<file path="src/rtl/spi_reg_pkg.sv">
package spi_reg_pkg;
  localparam int WORD_W   = 32;
  localparam int ADDR_W   = 21;
  localparam int CNT_W    = 6;
  localparam int DIR_BIT  = 31;
  localparam int CNT_LSB  = 25;
  localparam int ADDR_LSB = 4;
endpackage

</file>
<file path="src/rtl/spi_reg_sync.sv">
module spi_reg_sync #(
  parameter int STAGES = 2
) (
  input  logic clk_i,
  input  logic rst_ni,
  input  logic sclk_i,
  input  logic mosi_i,
  input  logic cs_ni,
  output logic rise_o,
  output logic fall_o,
  output logic mosi_o,
  output logic cs_act_o
);
  localparam logic [2:0] IDLE_V = 3'b001;

  logic [2:0] raw;
  logic [2:0] stg [STAGES];
  logic       sclk_q;

  assign raw = {sclk_i, mosi_i, cs_ni};

  for (genvar s = 0; s < STAGES; s++) begin : g_stage
    if (s == 0) begin : g_first
      always_ff @(posedge clk_i or negedge rst_ni) begin
        if (!rst_ni) stg[s] <= IDLE_V;
        else         stg[s] <= raw;
      end
    end else begin : g_next
      always_ff @(posedge clk_i or negedge rst_ni) begin
        if (!rst_ni) stg[s] <= IDLE_V;
        else         stg[s] <= stg[s-1];
      end
    end
  end

  always_ff @(posedge clk_i or negedge rst_ni) begin
    if (!rst_ni) sclk_q <= 1'b0;
    else         sclk_q <= stg[STAGES-1][2];
  end

  assign cs_act_o = !stg[STAGES-1][0];
  assign mosi_o   = stg[STAGES-1][1];
  assign rise_o   = cs_act_o &&  stg[STAGES-1][2] && !sclk_q;
  assign fall_o   = cs_act_o && !stg[STAGES-1][2] &&  sclk_q;
endmodule

</file>
<file path="src/rtl/spi_reg_frame.sv">
module spi_reg_frame
  import spi_reg_pkg::*;
#(
  parameter int MAX_WORDS = 64,
  localparam int PW_W = $clog2(MAX_WORDS + 1)
) (
  input  logic              clk_i,
  input  logic              rst_ni,
  input  logic              rise_i,
  input  logic              mosi_i,
  input  logic              cs_act_i,
  output logic              hdr_done_o,
  output logic              word_bound_o,
  output logic [CNT_W-1:0]  rd_cnt_o,
  output logic [ADDR_W-1:0] reg_addr_o,
  output logic [WORD_W-1:0] reg_wdata_o,
  output logic              reg_we_o,
  output logic              reg_re_o
);
  localparam int BIT_W = $clog2(WORD_W);
  localparam int SH    = ADDR_LSB;
  localparam logic [BIT_W-1:0] LAST_BIT  = BIT_W'(WORD_W - 1);
  localparam logic [BIT_W-1:0] ADDR_BIT  = BIT_W'(WORD_W - ADDR_LSB - 1);
  localparam logic [BIT_W-1:0] FETCH_BIT = BIT_W'(WORD_W / 2 - 1);
  localparam logic [PW_W-1:0]  ONE       = PW_W'(1);
  localparam logic [PW_W-1:0]  CAP       = PW_W'(MAX_WORDS);

  logic [BIT_W-1:0]  bit_q;
  logic [WORD_W-2:0] rx_q;
  logic [WORD_W-1:0] word_nxt;
  logic              hdr_done_q, wr_q;
  logic [CNT_W-1:0]  cnt_q;
  logic [ADDR_W-1:0] addr_q;
  logic [PW_W-1:0]   pw_q, fetch_q;
  logic              hdr_wr;
  logic [CNT_W-1:0]  hdr_cnt;
  logic [ADDR_W-1:0] hdr_addr;

  // header bits 31..4 sit in word_nxt[27:0] once the address is complete
  assign word_nxt = {rx_q, mosi_i};
  assign hdr_wr   = word_nxt[DIR_BIT - SH];
  assign hdr_cnt  = word_nxt[CNT_LSB - SH +: CNT_W];
  assign hdr_addr = word_nxt[ADDR_LSB - SH +: ADDR_W];

  always_ff @(posedge clk_i or negedge rst_ni) begin
    if (!rst_ni) begin
      bit_q       <= '0;
      rx_q        <= '0;
      hdr_done_q  <= 1'b0;
      wr_q        <= 1'b0;
      cnt_q       <= '0;
      addr_q      <= '0;
      pw_q        <= '0;
      fetch_q     <= '0;
      reg_addr_o  <= '0;
      reg_wdata_o <= '0;
      reg_we_o    <= 1'b0;
      reg_re_o    <= 1'b0;
    end else begin
      reg_we_o <= 1'b0;
      reg_re_o <= 1'b0;
      if (!cs_act_i) begin
        bit_q      <= '0;
        rx_q       <= '0;
        hdr_done_q <= 1'b0;
        wr_q       <= 1'b0;
        cnt_q      <= '0;
        pw_q       <= '0;
        fetch_q    <= '0;
      end else if (rise_i) begin
        rx_q  <= word_nxt[WORD_W-2:0];
        bit_q <= bit_q + 1'b1;
        if (!hdr_done_q) begin
          if (bit_q == ADDR_BIT) begin
            wr_q   <= hdr_wr;
            cnt_q  <= hdr_cnt;
            addr_q <= hdr_addr;
            if (!hdr_wr && hdr_cnt != '0) begin
              reg_re_o   <= 1'b1;
              reg_addr_o <= hdr_addr;
              addr_q     <= hdr_addr + 1'b1;
              fetch_q    <= ONE;
            end
          end
          if (bit_q == LAST_BIT) hdr_done_q <= 1'b1;
        end else begin
          if (wr_q && bit_q == LAST_BIT && pw_q < CAP) begin
            reg_we_o    <= 1'b1;
            reg_wdata_o <= word_nxt;
            reg_addr_o  <= addr_q;
            addr_q      <= addr_q + 1'b1;
          end
          // prefetch next word half a word ahead of its first bit
          if (!wr_q && bit_q == FETCH_BIT && fetch_q == pw_q + ONE &&
              fetch_q < PW_W'(cnt_q)) begin
            reg_re_o   <= 1'b1;
            reg_addr_o <= addr_q;
            addr_q     <= addr_q + 1'b1;
            fetch_q    <= fetch_q + ONE;
          end
          if (bit_q == LAST_BIT && pw_q != CAP) pw_q <= pw_q + ONE;
        end
      end
    end
  end

  assign hdr_done_o   = hdr_done_q;
  assign word_bound_o = hdr_done_q && bit_q == '0;
  assign rd_cnt_o     = cnt_q;
endmodule

</file>
<file path="src/rtl/spi_reg_tx.sv">
module spi_reg_tx
  import spi_reg_pkg::*;
(
  input  logic              clk_i,
  input  logic              rst_ni,
  input  logic              fall_i,
  input  logic              cs_act_i,
  input  logic              load_i,
  input  logic              rd_req_i,
  input  logic [WORD_W-1:0] rdata_i,
  output logic              miso_o
);
  logic [WORD_W-1:0] tx_q, pre_q;
  logic              req_d;

  always_ff @(posedge clk_i or negedge rst_ni) begin
    if (!rst_ni) begin
      tx_q  <= '0;
      pre_q <= '0;
      req_d <= 1'b0;
    end else begin
      req_d <= rd_req_i;
      if (!cs_act_i) begin
        tx_q  <= '0;
        pre_q <= '0;
      end else begin
        if (fall_i && load_i) begin
          tx_q  <= pre_q;
          pre_q <= '0;
        end else if (fall_i) begin
          tx_q <= {tx_q[WORD_W-2:0], 1'b0};
        end
        if (req_d) pre_q <= rdata_i;
      end
    end
  end

  assign miso_o = tx_q[WORD_W-1];
endmodule

</file>
<file path="src/rtl/spi_reg_target.sv">
module spi_reg_target
  import spi_reg_pkg::*;
#(
  parameter int MAX_WORDS   = 64,
  parameter int SYNC_STAGES = 2
) (
  input  logic              clk_i,
  input  logic              rst_ni,
  input  logic              sclk_i,
  input  logic              mosi_i,
  input  logic              cs_ni,
  output logic              miso_o,
  output logic [ADDR_W-1:0] reg_addr_o,
  output logic [WORD_W-1:0] reg_wdata_o,
  output logic              reg_we_o,
  output logic              reg_re_o,
  input  logic [WORD_W-1:0] reg_rdata_i
);
  logic             rise, fall, mosi_s, cs_act;
  logic             hdr_done, word_bound;
  logic [CNT_W-1:0] rd_cnt;

  spi_reg_sync #(.STAGES(SYNC_STAGES)) u_sync (
    .clk_i    (clk_i),
    .rst_ni   (rst_ni),
    .sclk_i   (sclk_i),
    .mosi_i   (mosi_i),
    .cs_ni    (cs_ni),
    .rise_o   (rise),
    .fall_o   (fall),
    .mosi_o   (mosi_s),
    .cs_act_o (cs_act)
  );

  spi_reg_frame #(.MAX_WORDS(MAX_WORDS)) u_frame (
    .clk_i        (clk_i),
    .rst_ni       (rst_ni),
    .rise_i       (rise),
    .mosi_i       (mosi_s),
    .cs_act_i     (cs_act),
    .hdr_done_o   (hdr_done),
    .word_bound_o (word_bound),
    .rd_cnt_o     (rd_cnt),
    .reg_addr_o   (reg_addr_o),
    .reg_wdata_o  (reg_wdata_o),
    .reg_we_o     (reg_we_o),
    .reg_re_o     (reg_re_o)
  );

  spi_reg_tx u_tx (
    .clk_i    (clk_i),
    .rst_ni   (rst_ni),
    .fall_i   (fall),
    .cs_act_i (cs_act),
    .load_i   (word_bound),
    .rd_req_i (reg_re_o),
    .rdata_i  (reg_rdata_i),
    .miso_o   (miso_o)
  );
endmodule

</file>
<file path="config.mk">
export PLATFORM = sky130hd
export DESIGN_NAME = spi_reg_target
export DESIGN_NICKNAME = d
export VERILOG_FILES = /design/src/rtl/spi_reg_pkg.sv /design/src/rtl/spi_reg_sync.sv /design/src/rtl/spi_reg_frame.sv /design/src/rtl/spi_reg_tx.sv /design/src/rtl/spi_reg_target.sv
export SDC_FILE = /design/constraint.sdc
export NUM_CORES = 1
export LEC_CHECK = 0
export CORE_MARGIN = 3
export CORE_UTILIZATION = 33
export DETAILED_ROUTE_END_ITERATION = 7
export PLACE_DENSITY = 0.59
export SETUP_SLACK_MARGIN = 0.02
export SYNTH_ARGS = -nofsm -noshare
export SYNTH_HDL_FRONTEND = slang
export SYNTH_SLANG_ARGS = --single-unit
</file>
<file path="constraint.sdc">
create_clock -name clk_i -period 2.65 [get_ports clk_i]
set_clock_uncertainty 0.05 [all_clocks]
set_input_delay 0.53 -clock clk_i [delete_from_list [all_inputs] [get_ports clk_i]]
set_output_delay 0.53 -clock clk_i [all_outputs]
set_load 0.02 [all_outputs]
</file>
==> results of run 1 <==
worst register-to-register path, stage by stage (launching register included):
cell       delay [ns]
dfrtp_1          0.35
ha_2             0.18
and3_4           0.20
ha_4             0.12
or4b_4           0.47
a2111oi_4        0.23
o2111a_1         0.28
o2111ai_4        0.16
buf_4            0.19
a31oi_2          0.19
buf_6            0.16
and3b_1          0.17
o21ai_1          0.07
synthesized netlist by cell type, types with 3 or more instances:
| master | n | area (um^2) |
|---|---|---|
| buf_1 | 3 | 11.3 |
| dfrtp_1 | 204 | 5100 |
| nand2b_1 | 4 | 25.0 |
| ha_1 | 14 | 175 |
| a211oi_1 | 3 | 22.5 |
| o21ai_0 | 28 | 140 |
| a22o_1 | 32 | 280 |
| o21a_1 | 8 | 60.1 |
| nor2b_1 | 8 | 50.1 |
| xnor2_1 | 16 | 140 |
| clkbuf_1 | 56 | 210 |
| nand3_1 | 29 | 145 |
| a211o_1 | 6 | 52.6 |
| nand4_1 | 7 | 43.8 |
| a21oi_2 | 19 | 166 |
| a221o_1 | 29 | 290 |
| nand2_1 | 200 | 751 |
| nor2_1 | 66 | 248 |
| o32ai_1 | 3 | 26.3 |
| and3_1 | 44 | 275 |
| nand3b_1 | 3 | 22.5 |
| buf_6 | 4 | 45.0 |
| nor3_1 | 6 | 30.0 |
| xor2_1 | 15 | 131 |
| and4_1 | 5 | 43.8 |
| nor4_1 | 7 | 43.8 |
| inv_1 | 15 | 56.3 |
| mux2i_1 | 25 | 250 |
| a21oi_1 | 60 | 300 |
| a21o_1 | 7 | 52.6 |
| a22oi_1 | 4 | 30.0 |
| a31oi_1 | 6 | 37.5 |
| buf_2 | 6 | 30.0 |
cell type report:
cell class	count	area (um^2)	area share (%)
Clock buffer	27	632	5.01
Timing Repair Buffer	167	1560	12.4
Tap cell	384	480	3.81
Clock inverter	17	235	1.86
Multi-Input combinational cell	697	4490	35.6
Sequential cell	206	5160	40.9
Inverter	16	60.1	0.476
what timing repair did:
action / 4_1_cts / 5_1_grt
endpoints found under the setup margin: 46 / 48
gates resized for setup: 16 / 28
setup buffers: 2 / 2
pin swaps: 6 / 12
per-stage QoR:
| stage | cell area, um^2 | power [mW] |
|---|---|---|
| 5_1_grt | 12600 | 7.21 |
| 3_3_place_gp | 11500 | 3.47 |
| 6_report | 12600 | 6.99 |
| 3_5_place_dp | 11500 | 3.47 |
| 2_1_floorplan | 9810 | 3.29 |
| 4_1_cts | 12500 | 7.09 |
flip-flops by register name (all words and copies together) (netlist names), 5 cells and up:
name,cells
u_frame.fetch_q,7
u_frame.rd_cnt_o,6
u_frame.rx_q,31
u_sync.stg,5
u_tx.pre_q,32
u_frame.reg_wdata_o,32
u_frame.bit_q,5
u_frame.reg_addr_o,21
u_tx.tx_q,32
u_frame.pw_q,7
u_frame.addr_q,21
power by group through the flow:
stage	Combinational, mW	Sequential, mW	Clock (mW)
6_report	0.242	3.16	3.59
5_1_grt	0.270	3.16	3.78
4_1_cts	0.249	3.16	3.68
3_5_place_dp	0.245	3.22	0
3_3_place_gp	0.245	3.22	0
2_1_floorplan	0.0676	3.22	0
cell usage in the layout, fill, tap and decap left out, drive strengths merged, types with 3 or more instances in the layout:
master         synthesis  final
o21a                   8      8
xnor2                 16     16
bufinv                 0      4
mux2i                 25     25
a21o                   7      7
and4                   5      5
clkinv                 1      5
nand4                  8      8
dfrtp                204    204
a211oi                 3      3
nand3b                 3      3
o21ai                 29     29
clkinvlp               0      7
nor2                  67     67
a21oi                 79     79
inv                   15     17
nor3                   6      6
clkdlybuf4s50          0     91
a221o                 29     29
xor2                  15     15
o32ai                  3      3
ha                    14     14
a311oi                 3      3
nand3                 29     29
nand2                200    200
nor2b                  8      8
nor4                   7      7
a31oi                  7      7
clkbuf                56     28
buf                   14     75
a211o                  6      6
and3                  44     44
nand2b                 4      4
a22oi                  4      4
a22o                  32     32
worst min path at each step:
stage / to / slack [ns] / from
floorplan: u_frame.addr_q[0]$_DFFE_PN0P_ / 0.18 / rst_ni
global placement: u_sync.mosi_o$_DFF_PN0_ / 0.28 / u_sync.stg[4]$_DFF_PN0_
detailed placement: u_sync.mosi_o$_DFF_PN0_ / 0.29 / u_sync.stg[4]$_DFF_PN0_
CTS: u_frame.rx_q[26]$_DFFE_PN0P_ / 0.01 / rst_ni
global route: u_tx.pre_q[22]$_DFFE_PN0P_ / 0.05 / rst_ni
finish: u_frame.fetch_q[6]$_DFFE_PN0P_ / -0.01 / rst_ni
logic make-up (layout without fill, tap and decap cells):
kind of cell	after synthesis	count (layout)
AO/OA/AOI/OAI	233	233
XOR/XNOR	32	32
adder cells (fa/ha/maj)	14	14
buffers and inverters	86	227
flip-flops	206	206
multiplexers	26	26
AND/OR/NAND/NOR	392	392
layer usage:
layer | GRT usage, % | wire, um
met5 | 0 | 0
met4 | 4.94 | 784
met2 | 25.8 | 11900
met1 | 23.9 | 12400
met3 | 2.53 | 1130
==> out/qor.txt, run 1 <==
outcome: finished with violations
failing checks: hold timing, setup timing
Clock power frac: 51.3%
Post-synth EDFFs: 0
RSZ-0062 raised after global routing: yes
Detailed Route Iter0 Violations: 672
Most used DFF post-synth: dfrtp_1
Critical Path Slowest Stage Cell: or4b_4
Syn Inst Count: 989
#FFs+latches synth: 206
Critical path origin: u_frame.bit_q[0]$_DFFE_PN0P_
hpwl dp: 16.8 mm
via count: 7900
CP endpoint kind: flop
P per Cell Area: 554 nW/um^2
H-tree depth: 1
largest net degree at the start of global routing: 77
Syn Area/Cell: 9.90 um^2
Final Util: 43.6%
antenna violations before repair: 0
number of global-route vias before repair: 8012
CP arrival: 3.27 ns
mux cell area share after synthesis: 2.67%
Setup Viol. Count Final: 40
ANT cells: 0
TNS Setup: -7.65 ns
TritonCTS clock tree: built
final worst setup slack: -0.246 ns
routability cong.: 0.820
post-synthesis sequential area ratio: 52.7%
fmax: 345 MHz
Switching Share: 23.1%
CTS clk-pin slew, worst paths: 0.07 ns
NetSw: 1.61 mW
Crit path largest cell delay: 0.47 ns
Reg2Reg Capture Point: u_frame.addr_q[5]$_DFFE_PN0P_
r2r startpoint: u_frame.bit_q[0]$_DFFE_PN0P_
largest family of logic cells by synthesized area: simple AND/OR/NAND/NOR gates
Min Hold Slack: -0.0119 ns
Placement Setup Slack: -0.267 ns
total core area: 28900 um^2
Leak: 5.60 nW
final cell count without fillers: 1514
fillers: 2780
Tcrit/Tclk final: 109%
Max Cap Violations: 0
die area: 31800 um^2
Buffers & Inverters on Critical Path: 2
Critical Path RT: 3.03 ns
Worst-Margin Slew: 0.691 ns
HP Class: in2async
total CTS buffers: 24
gr ovfl total: 0
count of cell types in the netlist: 69
slew margin rel.: 53.9%
asr flop ratio synth: 100%
Reg power frac: 45.2%
wire per inst: 17.3 um
die width: 178 um
io pins: 93
vias per inst: 5.22
Tmin final: 2.90 ns
CP Launch Type: flop
Layout area overhead: 29.0%
worst path cell trace: ha_2 > and3_4 > ha_4 > or4b_4 > a2111oi_4 > o2111a_1 > o2111ai_4 > buf_4 > a31oi_2 > buf_6 > and3b_1 > o21ai_1
R2R depth: 12
Setup crit end: u_frame.addr_q[5]$_DFFE_PN0P_
clock buffer depth: 3
VDD IR max: 0.443 mV
GRT Total Usage: 16.6%
XOR/XNOR share of the synthesized area: 3.02%
Antenna Nets Post-Route: 0
first-pass GRT wire length: 43.5 mm
max-slew violations: 0
placed insts: 1466
root buffer cell: clkbuf_16
final WL: 26.1 mm
Levels on crit path: 12
number of port buffers: 92
Hold Fails Final Rpt: 8
Setup CP Type: reg2reg
Nets: 1163
CTS Sinks: 206
Die Ht: 178 um
cts hold-fix bufs: 0
simple-gate share of the synthesized area: 18.2%
YS warnings: 0
syn nets: 1040
family with the most delay on the worst path: compound AO/OA/AOI/OAI gates
first drt pass iteration count: 5
Post-Synth Adder-Cell Area: 1.79%
Synth Area in Compound Gates: 17.9%
drt drc: 0
flop-to-flop setup slack: -0.25 ns
CP max FO: 7
Starting Density: 33.8%
Int Power: 5.38 mW
Rows: 62
worst skew pair latency: 0.54 ns
layout cells sized above 1: 16.5%
Logic pwr share: 3.5%
Post-Syn Area: 9790 um^2
Power figures use the tool's default switching activity.
==> run 2, diff against run 1 <==
CORE_MARGIN = 2   (was 3)
DONT_BUFFER_PORTS = 1   (was not set)
PLACE_DENSITY = 0.54   (was 0.59)
==> out/qor.txt, run 2 (same netlist as run 1, synthesis figures left out) <==
outcome: finished with violations
failing checks: hold timing, setup timing
Tmin final: 2.93 ns (+0.0386 ns)
P per Cell Area: 558 nW/um^2 (+0.78%)
slew margin rel.: 49.1% (-4.9 points)
number of port buffers: 0 (-100%)
via count: 7523 (-4.8%)
routability cong.: 0.821 (about the same)
Rows: 63 (+1.6%)
Critical Path RT: 3.06 ns (+0.03 ns)
CP endpoint kind: flop
number of global-route vias before repair: 7613 (-5.0%)
Top Registers: u_frame.reg_wdata_o: 32 flops, u_tx.pre_q: 32 flops, u_tx.tx_q: 32 flops
Levels on crit path: 12 (unchanged)
R2R depth: 12 (unchanged)
Min Hold Slack: -0.336 ns (-0.324 ns)
gr ovfl total: 0 (unchanged)
io pins: 93 (unchanged)
first-pass GRT wire length: 42.6 mm (-2.0%)
hpwl dp: 16.1 mm (-4.2%)
ANT cells: 0 (unchanged)
Nets: 1071 (-7.9%)
total design power: 6.58 mW (-5.9%)
Critical Path Slowest Stage Cell: or4b_4
H-tree depth: 1 (unchanged)
largest net degree at the start of global routing: 207 (+170%)
commonest non-fill, non-tap cell in the layout: dfrtp_1
root buffer cell: clkbuf_16
CP Launch Type: flop
Setup CP Type: reg2reg
TritonCTS clock tree: built
layout cells sized above 1: 18.2% (+1.8 points)
worst skew pair latency: 0.53 ns (about the same)
antenna violations before repair: 0 (unchanged)
final WL: 26.3 mm (+0.61%)
Die Ht: 176 um (-1.1%)
CP arrival: 3.35 ns (+0.08 ns)
die width: 176 um (-1.1%)
fmax: 341 MHz (-1.3%)
VDD IR max: 0.357 mV (-19%)
die area: 31100 um^2 (-2.2%)
Worst-Margin Slew: 0.764 ns (+0.0730 ns)
Leak: 5.29 nW (-5.6%)
Hold Fails Final Rpt: 206 (+198)
Antenna Nets Post-Route: 0 (unchanged)
Buffers & Inverters on Critical Path: 2 (unchanged)
first drt pass iteration count: 5 (unchanged)
family with the most delay on the worst path: compound AO/OA/AOI/OAI gates
final worst setup slack: -0.285 ns (-0.0386 ns)
Tcrit/Tclk final: 111% (+1.5 points)
total CTS buffers: 24 (unchanged)
CTS clk-pin slew, worst paths: 0.06 ns (about the same)
Final Util: 40.1% (-3.5 points)
Crit path largest cell delay: 0.46 ns (about the same)
wire per inst: 18.4 um (+6.8%)
max-slew violations: 0 (unchanged)
Layout area overhead: 20.4%
flop-to-flop setup slack: -0.28 ns (-0.04 ns)
Setup Viol. Count Final: 47 (+18%)
drt drc: 0 (unchanged)
GRT Total Usage: 16.9% (+0.27 points)
worst path cell trace: ha_2 > and3_4 > ha_4 > or4b_4 > a2111oi_4 > o2111a_1 > o2111ai_4 > a311oi_4 > buf_6 > clkbuf_16 > nor2_4 > a21oi_2
most frequent cells in the layout: dfrtp_1, nand2_1, a21oi_1
CTS Sinks: 206 (unchanged)
Max Cap Violations: 0 (unchanged)
cts hold-fix bufs: 3 (+3)
HP Class: in2async
RSZ-0062 raised after global routing: yes
Starting Density: 33.3% (-0.54 points)
Detailed Route Iter0 Violations: 662 (-1.5%)
total core area: 29400 um^2 (+1.6%)
vias per inst: 5.28 (+1.1%)
CP max FO: 7 (unchanged)
clock buffer depth: 3 (unchanged)
-- run 2: changes by cell type in the layout (fill, tap and decap cells not counted), sizes merged, moves of 3 or more --
cell           change
clkdlybuf4s50     -91
clkbuf             +6
clkinvlp           -5
buf                -4
dlygate4sd3        +3
-- run 2: final cells by class --
type	count	area, um^2
Timing Repair Buffer	75	694
Sequential cell	206	5160
Multi-Input combinational cell	697	4590
Clock buffer	33	674
Tap cell	390	488
Clock inverter	9	115
Inverter	16	60.1
Fill cell	2906	17600
-- run 2: power breakdown --
group / internal (mW) / switching [mW] / total (mW)
sequential: 3.16 / 0.00882 / 3.17
combinational: 0.0296 / 0.0859 / 0.115
clock: 1.98 / 1.32 / 3.30
total: 5.16 / 1.42 / 6.58
-- run 2: timing repair --
action | CTS | global route
gates cloned | 2 | 1
hold endpoints to repair | 209 | 206
pin swaps | 0 | 12
setup endpoints to repair | 46 | 51
resized for setup | 27 | 54
setup buffers | 4 | 8
-- run 2: per-layer routing --
layer / share of wire [%] / global-route usage (%)
met1: 47 / 23.8
met2: 45 / 26.7
met3: 6.0 / 3.40
met4: 1.9 / 3.93
met5: 0 / 0
-- run 2: stage by stage --
step	hold slack, ns	std cells	setup WS, ns	cell area (um^2)	setup TNS, ns
2_1_floorplan	0.184	989	-0.154	9810	-3.45
3_3_place_gp	0.199	1368	-0.213	10500	-6.23
3_5_place_dp	0.198	1368	-0.269	10500	-8.11
4_1_cts	-0.359	1419	-0.265	11500	-7.99
5_1_grt	-0.352	1426	-0.435	11800	-15.53
6_report	-0.336	1426	-0.285	11800	-9.68
-- run 2: path summary, 6_finish.rpt --
kind,startpoint,to
setup / recovery,u_frame.bit_q[0]$_DFFE_PN0P_,u_frame.reg_addr_o[6]$_DFFE_PN0P_
hold / removal,rst_ni,u_frame.fetch_q[6]$_DFFE_PN0P_
setup reg to reg,u_frame.bit_q[0]$_DFFE_PN0P_,u_frame.reg_addr_o[6]$_DFFE_PN0P_
hold reg to reg,u_sync.stg[5]$_DFF_PN0_,u_sync.stg[2]$_DFF_PN0_
max in group asynchronous,rst_ni,u_frame.pw_q[0]$_DFFE_PN0P_
min in group clk_i,reg_rdata_i[26],u_tx.pre_q[26]$_DFFE_PN0P_
-- run 2: worst reg2reg max path, delay by kind of cell, from the launching register on --
kind,cells,cell delay (ns)
flip-flops,1,0.35
AO/OA/AOI/OAI,5,1.05
adder cells (fa/ha/maj),2,0.30
buffers and inverters,2,0.40
AND/OR/NAND/NOR,3,0.70
